File: config.mk
export PLATFORM = sky130hd
export DESIGN_NAME = mac_unit
export DESIGN_NICKNAME = d
export VERILOG_FILES = /design/src/rtl/mac_pkg.sv /design/src/rtl/mac_mult.sv /design/src/rtl/mac_sat_add.sv /design/src/rtl/mac_move.sv /design/src/rtl/mac_unit.sv
export SDC_FILE = /design/constraint.sdc
export NUM_CORES = 1
export LEC_CHECK = 0
export CORE_MARGIN = 8
export CORE_UTILIZATION = 45
export CTS_CLUSTER_SIZE = 12
export DETAILED_ROUTE_END_ITERATION = 10
export DONT_BUFFER_PORTS = 1
export HOLD_SLACK_MARGIN = 0.15
export PLACE_DENSITY = 0.57
export SLEW_MARGIN = 10
export SYNTH_ARGS = -nofsm -noshare
export SYNTH_HDL_FRONTEND = slang
export SYNTH_SLANG_ARGS = --single-unit
File: constraint.sdc
create_clock -name clk_i -period 12.6 [get_ports clk_i]
set_input_delay 3.78 -clock clk_i [delete_from_list [all_inputs] [get_ports clk_i]]
set_output_delay 3.78 -clock clk_i [all_outputs]
set_load 0.01 [all_outputs]
File: src/rtl/mac_pkg.sv
package mac_pkg;

    typedef enum logic [2:0] {
        CMD_NOP   = 3'd0,
        CMD_MAC   = 3'd1,
        CMD_MACD  = 3'd2,
        CMD_ADDP  = 3'd3,
        CMD_SAVE  = 3'd4,
        CMD_CLR   = 3'd5,
        CMD_CLROV = 3'd6,
        CMD_RSVD  = 3'd7
    } mac_cmd_e;

endpackage

File: src/rtl/mac_mult.sv
module mac_mult #(
    parameter int DW = 16,
    localparam int PW = 2 * DW
) (
    input  logic signed [DW-1:0] a_i,
    input  logic signed [DW-1:0] b_i,
    output logic signed [PW-1:0] p_o
);

    logic signed [PW-1:0] a_ext;
    logic signed [PW-1:0] b_ext;

    always_comb begin
        a_ext = PW'(a_i);
        b_ext = PW'(b_i);
        p_o   = a_ext * b_ext;
    end

endmodule

File: src/rtl/mac_sat_add.sv
module mac_sat_add #(
    parameter int W = 32
) (
    input  logic [W-1:0] a_i,
    input  logic [W-1:0] b_i,
    input  logic         sat_en_i,
    output logic [W-1:0] sum_o,
    output logic         ovf_o
);

    localparam logic [W-1:0] POS_LIMIT = {1'b0, {(W-1){1'b1}}};
    localparam logic [W-1:0] NEG_LIMIT = {1'b1, {(W-1){1'b0}}};

    logic [W-1:0] raw;

    always_comb begin
        raw   = a_i + b_i;
        ovf_o = (a_i[W-1] == b_i[W-1]) && (raw[W-1] != a_i[W-1]);
        if (ovf_o && sat_en_i) begin
            sum_o = a_i[W-1] ? NEG_LIMIT : POS_LIMIT;
        end else begin
            sum_o = raw;
        end
    end

    // a clamped result carries the sign of the operands
    always_comb begin
        if (ovf_o && sat_en_i) begin
            assert_clamp_R5: assert (sum_o == (b_i[W-1] ? NEG_LIMIT : POS_LIMIT));
        end
    end

endmodule

File: src/rtl/mac_move.sv
module mac_move #(
    parameter int DW = 16,
    parameter int AW = 16
) (
    input  logic          clk_i,
    input  logic          rst_ni,
    input  logic          fire_i,
    input  logic [AW-1:0] addr_i,
    input  logic [DW-1:0] data_i,
    output logic          wr_en_o,
    output logic [AW-1:0] wr_addr_o,
    output logic [DW-1:0] wr_data_o
);

    typedef struct packed {
        logic          en;
        logic [AW-1:0] addr;
        logic [DW-1:0] data;
    } move_t;

    move_t mv_d, mv_q;

    always_comb begin
        mv_d    = mv_q;
        mv_d.en = fire_i;
        if (fire_i) begin
            mv_d.addr = addr_i + AW'(1);
            mv_d.data = data_i;
        end
    end

    always_ff @(posedge clk_i) begin
        if (!rst_ni) begin
            mv_q <= '0;
        end else begin
            mv_q <= mv_d;
        end
    end

    assign wr_en_o   = mv_q.en;
    assign wr_addr_o = mv_q.addr;
    assign wr_data_o = mv_q.data;

    // strobe is a single cycle unless a new move is accepted
    assert_pulse_R6: assert property (@(posedge clk_i) disable iff (!rst_ni)
        (rst_ni && wr_en_o && !fire_i) |=> !wr_en_o);

    // target is the next address
    assert_next_addr_R6: assert property (@(posedge clk_i) disable iff (!rst_ni)
        (rst_ni && fire_i) |=> (wr_en_o && wr_addr_o == $past(addr_i) + AW'(1)));

    // no strobe without an accepted move
    assert_quiet_R7: assert property (@(posedge clk_i) disable iff (!rst_ni)
        (rst_ni && !fire_i) |=> !wr_en_o);

endmodule

File: src/rtl/mac_unit.sv
module mac_unit #(
    parameter int DW = 16,
    parameter int AW = 16
) (
    input  logic              clk_i,
    input  logic              rst_ni,
    input  logic [2:0]        cmd_i,
    input  logic              sat_mode_i,
    input  logic [DW-1:0]     pm_word_i,
    input  logic [DW-1:0]     dm_word_i,
    input  logic [AW-1:0]     dm_addr_i,
    output logic [2*DW-1:0]   acc_o,
    output logic [2*DW-1:0]   acc_buf_o,
    output logic              ovf_o,
    output logic [DW-1:0]     mcand_o,
    output logic              wr_en_o,
    output logic [AW-1:0]     wr_addr_o,
    output logic [DW-1:0]     wr_data_o
);

    import mac_pkg::*;

    localparam int PW = 2 * DW;

    typedef struct packed {
        logic [PW-1:0] acc;
        logic [PW-1:0] abuf;
        logic [PW-1:0] prod;
        logic [DW-1:0] mcand;
        logic          ovf;
    } core_t;

    core_t     st_d, st_q;
    mac_cmd_e  cmd;
    logic [PW-1:0] mul_res;
    logic [PW-1:0] add_res;
    logic          add_ovf;
    logic          do_mul;
    logic          do_acc;
    logic          do_move;

    assign cmd = mac_cmd_e'(cmd_i);

    mac_mult #(.DW(DW)) u_mult (
        .a_i (dm_word_i),
        .b_i (pm_word_i),
        .p_o (mul_res)
    );

    mac_sat_add #(.W(PW)) u_add (
        .a_i      (st_q.acc),
        .b_i      (st_q.prod),
        .sat_en_i (sat_mode_i),
        .sum_o    (add_res),
        .ovf_o    (add_ovf)
    );

    mac_move #(.DW(DW), .AW(AW)) u_move (
        .clk_i     (clk_i),
        .rst_ni    (rst_ni),
        .fire_i    (do_move),
        .addr_i    (dm_addr_i),
        .data_i    (dm_word_i),
        .wr_en_o   (wr_en_o),
        .wr_addr_o (wr_addr_o),
        .wr_data_o (wr_data_o)
    );

    always_comb begin
        do_mul  = (cmd == CMD_MAC) || (cmd == CMD_MACD);
        do_acc  = do_mul || (cmd == CMD_ADDP);
        do_move = (cmd == CMD_MACD);

        st_d = st_q;
        if (do_acc) begin
            st_d.acc = add_res;
            if (add_ovf) begin
                st_d.ovf = 1'b1;
            end
        end
        if (do_mul) begin
            st_d.prod  = mul_res;
            st_d.mcand = dm_word_i;
        end
        case (cmd)
            CMD_SAVE:  st_d.abuf = st_q.acc;
            CMD_CLR: begin
                st_d.acc  = '0;
                st_d.prod = '0;
            end
            CMD_CLROV: st_d.ovf = 1'b0;
            default: ;
        endcase
    end

    always_ff @(posedge clk_i) begin
        if (!rst_ni) begin
            st_q <= '0;
        end else begin
            st_q <= st_d;
        end
    end

    assign acc_o     = st_q.acc;
    assign acc_buf_o = st_q.abuf;
    assign ovf_o     = st_q.ovf;
    assign mcand_o   = st_q.mcand;

    // the flag holds until the clear command
    assert_sticky_R4: assert property (@(posedge clk_i) disable iff (!rst_ni)
        (rst_ni && ovf_o && cmd_i != 3'd6) |=> ovf_o);

    // clear empties the accumulator
    assert_clear_R9: assert property (@(posedge clk_i) disable iff (!rst_ni)
        (rst_ni && cmd_i == 3'd5) |=> (acc_o == '0));

    // buffer moves only on save
    assert_buf_hold_R8: assert property (@(posedge clk_i) disable iff (!rst_ni)
        (rst_ni && cmd_i != 3'd4) |=> $stable(acc_buf_o));

    // idle codes freeze the accumulator
    assert_idle_R10: assert property (@(posedge clk_i) disable iff (!rst_ni)
        (rst_ni && (cmd_i == 3'd0 || cmd_i == 3'd7)) |=> ($stable(acc_o) && $stable(mcand_o)));

    // multiplicand follows the sample of a multiply step
    assert_mcand_R11: assert property (@(posedge clk_i) disable iff (!rst_ni)
        (rst_ni && (cmd_i == 3'd1 || cmd_i == 3'd2)) |=> (mcand_o == $past(dm_word_i)));

endmodule

==> results.md <==
Setup path:
- In this run the critical register-to-register path is captured at acc_o[30].
- The beginning of the worst register-to-register path is acc_o[13].
- The worst register-to-register path has a depth of 10.
- The most critical setup path has its startpoint at pm_word_i[1].
- The type of origin of the critical path is an input pin.
- Data arrives at the worst endpoint at 9.74 ns.
- The required arrival time at the worst endpoint is 12.97 ns.
- The setup check on the worst reg-to-reg path leaves a slack of 8.49 ns.
- STA classifies the critical path endpoint as a flip-flop.
- Of all nets on the critical path, the largest fanout is 16.
- The classification of the worst setup path is in -> reg.

Logic synthesis:
- Sequential elements use 16.8% of the synthesized area.
- The synthesized design spends more area on one cell type than any other, namely sky130_fd_sc_hd__fa_1.
- In the synthesized netlist, the cells that appear most often are 350 x sky130_fd_sc_hd__nand2_1, 312 x sky130_fd_sc_hd__inv_1, 263 x sky130_fd_sc_hd__fa_1.
- The yosys synthesis warning count is 0.
- The number of synthesized flops with an enable pin is 0.
- The fraction of synthesis flops using an asynchronous set or reset pin is 0%.
- The multiplexer share of the synthesized area is 0.237%.
- The synthesized netlist devotes 3.57% of its cell area to XOR and XNOR gates.
- By area the synthesized netlist is led by sky130_fd_sc_hd__fa_1 30%, sky130_fd_sc_hd__dfxtp_1 17%, sky130_fd_sc_hd__ha_1 8.2%.
- The share of the synthesized area in the top cell type is 30.2%.
- After synthesis, the largest family of logic cells by area is adder cells.
- After Yosys synthesis, and, or, nand and nor cells account for 15.5% of the synthesized area.
- The cell count after synthesis came out at 2,008.
- The number of different library cells used by synthesis comes to 63.
- The synthesized net count is 2,439.
- The per-instance average area after synthesis is 8.67 um2.
- The cell area that synthesis handed to floorplanning was 0.0174 mm2.
- The dominant register cell in the synthesized netlist is sky130_fd_sc_hd__dfxtp_1.
- The post-synthesis adder-cell area fraction is 38.4%.
- The synthesized flop and latch total is 146.
- Summing the areas of all compound-gate instances in the mapped netlist gives 13.2% of the synthesized area.
- The most frequent cell after synthesis is sky130_fd_sc_hd__nand2_1.

Power and ir drop:
- The static leakage is 8.24 nW.
- The proportion of power drawn by combinational gates is 81.1%.
- The largest voltage drop on the vdd net is 0.000314 V.
- Registers are responsible for 9.8% of the overall power.
- In this run switching power makes up 49.8% of total power.
- Dividing total power by cell area gives a power density of 315 mW/mm2.
- The internal power of the cells totals 2.81 mW.
- The analysis attributes to net switching a power of 2.79 mW.
- The clock network is responsible for 9.2% of the overall power.

Route:
- The total number of vias is 12,500.
- The detail route stage leaves a number of antenna-violating nets equal to 0.
- The routed wire length is 45,100 um.
- For this run, design rule violations remaining after detail routing come to 0.
- Before antenna repair, the detailed router went through 5 iterations.
- The mean routed wirelength per cell is 18.9 um.
- The first routing iteration left 791 violations.
- The number of vias per cell after detailed routing is 5.25.

Clock network:
- The clock passes through at most 2 buffers.
- The number of setup buffers added after CTS is 0.
- The number of cells upsized or downsized after cts is 0.
- The clock net sink count is 146.
- The clock reaches the later pin of the worst-skew pair after 0.43 ns.
- Clock tree synthesis inserted a total of 17 buffers.
- Buffers inserted to repair hold after CTS numbered 0.
- The root buffer selected by CTS is sky130_fd_sc_hd__clkbuf_16.
- The total number of H-tree levels is 4.
- TritonCTS built the clock tree.
- After clock tree synthesis, the clock-pin slew on the worst setup and hold paths is 0.06 ns.

Placed design:
- In this run the tool buffered the top-level ports with 0 buffer cells.
- The sum of net half-perimeters after detailed placement is 35,800 um.
- The worst-case setup slack after placement is 2.81 ns.
- At the end of routability-driven placement, the weighted congestion stood at 0.876.

STA:
- The post-route fraction of the period consumed by the critical path is 74.3%.
- The transition at the pin with the smallest max-transition slack is 1.13 ns.
- Adding up every negative setup slack in the final design gives 0 ns.
- The worst max-slew margin expressed relative to the limit is 24.7%.
- The clock skew after layout is 0.00678 ns.
- The worst path needs 9.36 ns of the cycle, external delays included.
- The max-slew violation count is 0.
- Setup repair after global routing left no endpoint under its margin.
- The final count of hold timing violations is 0.
- The highest attainable clock frequency is 0.107 GHz.
- The final worst-path setup slack is 3.24 ns.
- The count of final setup violators is 0.

Floorplan:
- The floorplan step set the die height to 213 um.
- The placement row count is 72.
- The count of boundary I/O pins is 168.
- The die boundary width is 213 um.
- The total area inside the core boundary comes to 0.0384 mm2.
- The area of the die is 0.0452 mm2.
- Once the floorplan was initialized, standard cells occupied 45.4% of the core.

GRT:
- The total overflow left after global routing is 0.
- The first global-routing pass estimated 71,400 um of wire.
- The initial antenna violation count is 0.
- The maximum number of pins on one net before global-route repair is 85.
- The via count of the first global-routing pass came to 12,700.
- The overall fraction of global-route tracks in use is 20.1%.

Finish:
- Summing all multi-input logic gate instances after layout gives 0.0124 mm2.
- The post-route netlist has 3.26% of its cells at a drive strength greater than 1.
- The area growth from synthesis to final layout is 1.97%.
- The number of antenna diodes is 0.
- The storage element area is 0.00292 mm2.
- At the end of the flow, the number of nets in the layout was 2,289.
- The final-layout fill cell count is 3,819.

Hold path:
- For hold timing, the worst endpoint is st_q[27].
- The path class of the tightest hold or removal check is reg -> reg.
- The number of stages on the worst hold path is 2.
- In this run the most critical hold path is launched from st_q[27].

Status:
- The run finished with clean final reports.

Job:
- The max-cap violation count is 0.
==> layer usage <==
layer / up-vias / track usage, % / share of wire [%]
met5: - / 0 / 0
met3: 26 / 3.24 / 5.5
met4: 0 / 4.55 / 1.2
met2: 272 / 32.5 / 47
li1: 5942 / - / -
met1: 6301 / 28.0 / 47
==> area by class of cell <==
| type | instances | share of cell area, % |
|---|---|---|
| clock buffers | 21 | 2.65 |
| repair buffers | 5 | 0.211 |
| well taps | 518 | 3.65 |
| inverters | 312 | 6.60 |
| multi-input cells | 1376 | 69.7 |
| clock inverters | 11 | 0.712 |
| flip-flops and latches | 146 | 16.5 |
==> critical path, stage by stage <==
cell and delay (ns):
sky130_fd_sc_hd__nand2_1 0.08, sky130_fd_sc_hd__inv_1 0.09, sky130_fd_sc_hd__fa_1 0.56, sky130_fd_sc_hd__inv_1 0.07
sky130_fd_sc_hd__fa_1 0.57, sky130_fd_sc_hd__fa_1 0.45, sky130_fd_sc_hd__fa_1 0.57, sky130_fd_sc_hd__fa_1 0.43
sky130_fd_sc_hd__fa_1 0.50, sky130_fd_sc_hd__inv_1 0.04, sky130_fd_sc_hd__ha_1 0.32, sky130_fd_sc_hd__a21o_1 0.21
sky130_fd_sc_hd__a21o_1 0.18, sky130_fd_sc_hd__a21o_1 0.17, sky130_fd_sc_hd__a211o_1 0.34, sky130_fd_sc_hd__o31ai_4 0.24
sky130_fd_sc_hd__o211ai_1 0.20, sky130_fd_sc_hd__o21a_1 0.21, sky130_fd_sc_hd__or4b_2 0.62, sky130_fd_sc_hd__nand3_1 0.10
==> layout by cell type, fill, tap and decap left out, drive strengths merged, types with 4 or more instances in the layout <==
| cell type | instances |
|---|---|
| o211ai | 5 |
| nand3 | 21 |
| and3 | 9 |
| fa | 263 |
| o21a | 12 |
| inv | 315 |
| clkbuf | 21 |
| dfxtp | 146 |
| or4 | 4 |
| a21boi | 67 |
| a21o | 28 |
| buf | 5 |
| o21ai | 31 |
| nor3 | 7 |
| and2 | 117 |
| a21oi | 98 |
| o22ai | 27 |
| nand4 | 6 |
| xor2 | 29 |
| a211oi | 10 |
| nor2b | 6 |
| a31oi | 6 |
| o211a | 15 |
| xnor2 | 42 |
| nor2 | 38 |
| ha | 114 |
| nand2b | 13 |
| o21bai | 10 |
| or2 | 4 |
| nand2 | 350 |
| clkinvlp | 4 |
| o2bb2ai | 4 |
| o31ai | 4 |
==> registers in the layout (all words and copies together), names as in the netlist <==
signal and cells:
acc_o 32, ovf_o 1, mcand_o 16, u_move.wr_en_o 1, st_q 32, u_move.wr_addr_o 16
u_move.wr_data_o 16, acc_buf_o 32
==> cell families after synthesis <==
logic type | count (synthesis)
xor gates and xnor gates | 71
muxes | 4
buffers and inverters | 486
adders and majority gates | 377
DFF | 146
AOI/OAI and AO/OA | 338
and+or+nand+nor | 586
==> worst max path at each step <==
| stage | end | depth (start not counted) |
|---|---|---|
| floorplan | st_q[43] | 25 |
| global placement | st_q[43] | 20 |
| detailed placement | st_q[43] | 21 |
| CTS | st_q[43] | 20 |
| global route | st_q[43] | 21 |
| finish | st_q[43] | 20 |
==> power groups by stage <==
stage               Clock, mW  Combinational, mW  Sequential, mW
finish                  0.512               4.54           0.548
global route            0.545               5.16           0.552
CTS                     0.524               4.58           0.548
detailed placement          0               4.55           0.559
global placement            0               4.50           0.558
floorplan                   0               3.56           0.532
==> stage by stage <==
step | std cells | total power [mW] | instance area (um2) | utilization, % | hold WS, ns
2_1_floorplan | 2008 | 4.09 | 17400 | - | 0.436
3_5_place_dp | 2357 | 5.11 | 17100 | 44.7 | 0.456
3_3_place_gp | 2357 | 5.06 | 17100 | 44.7 | 0.448
5_1_grt | 2389 | 6.26 | 17800 | 46.3 | 0.487
4_1_cts | 2389 | 5.65 | 17700 | 46.2 | 0.464
6_report | 2389 | 5.60 | 17800 | 46.3 | 0.464
(Power assumes the default switching activity.)
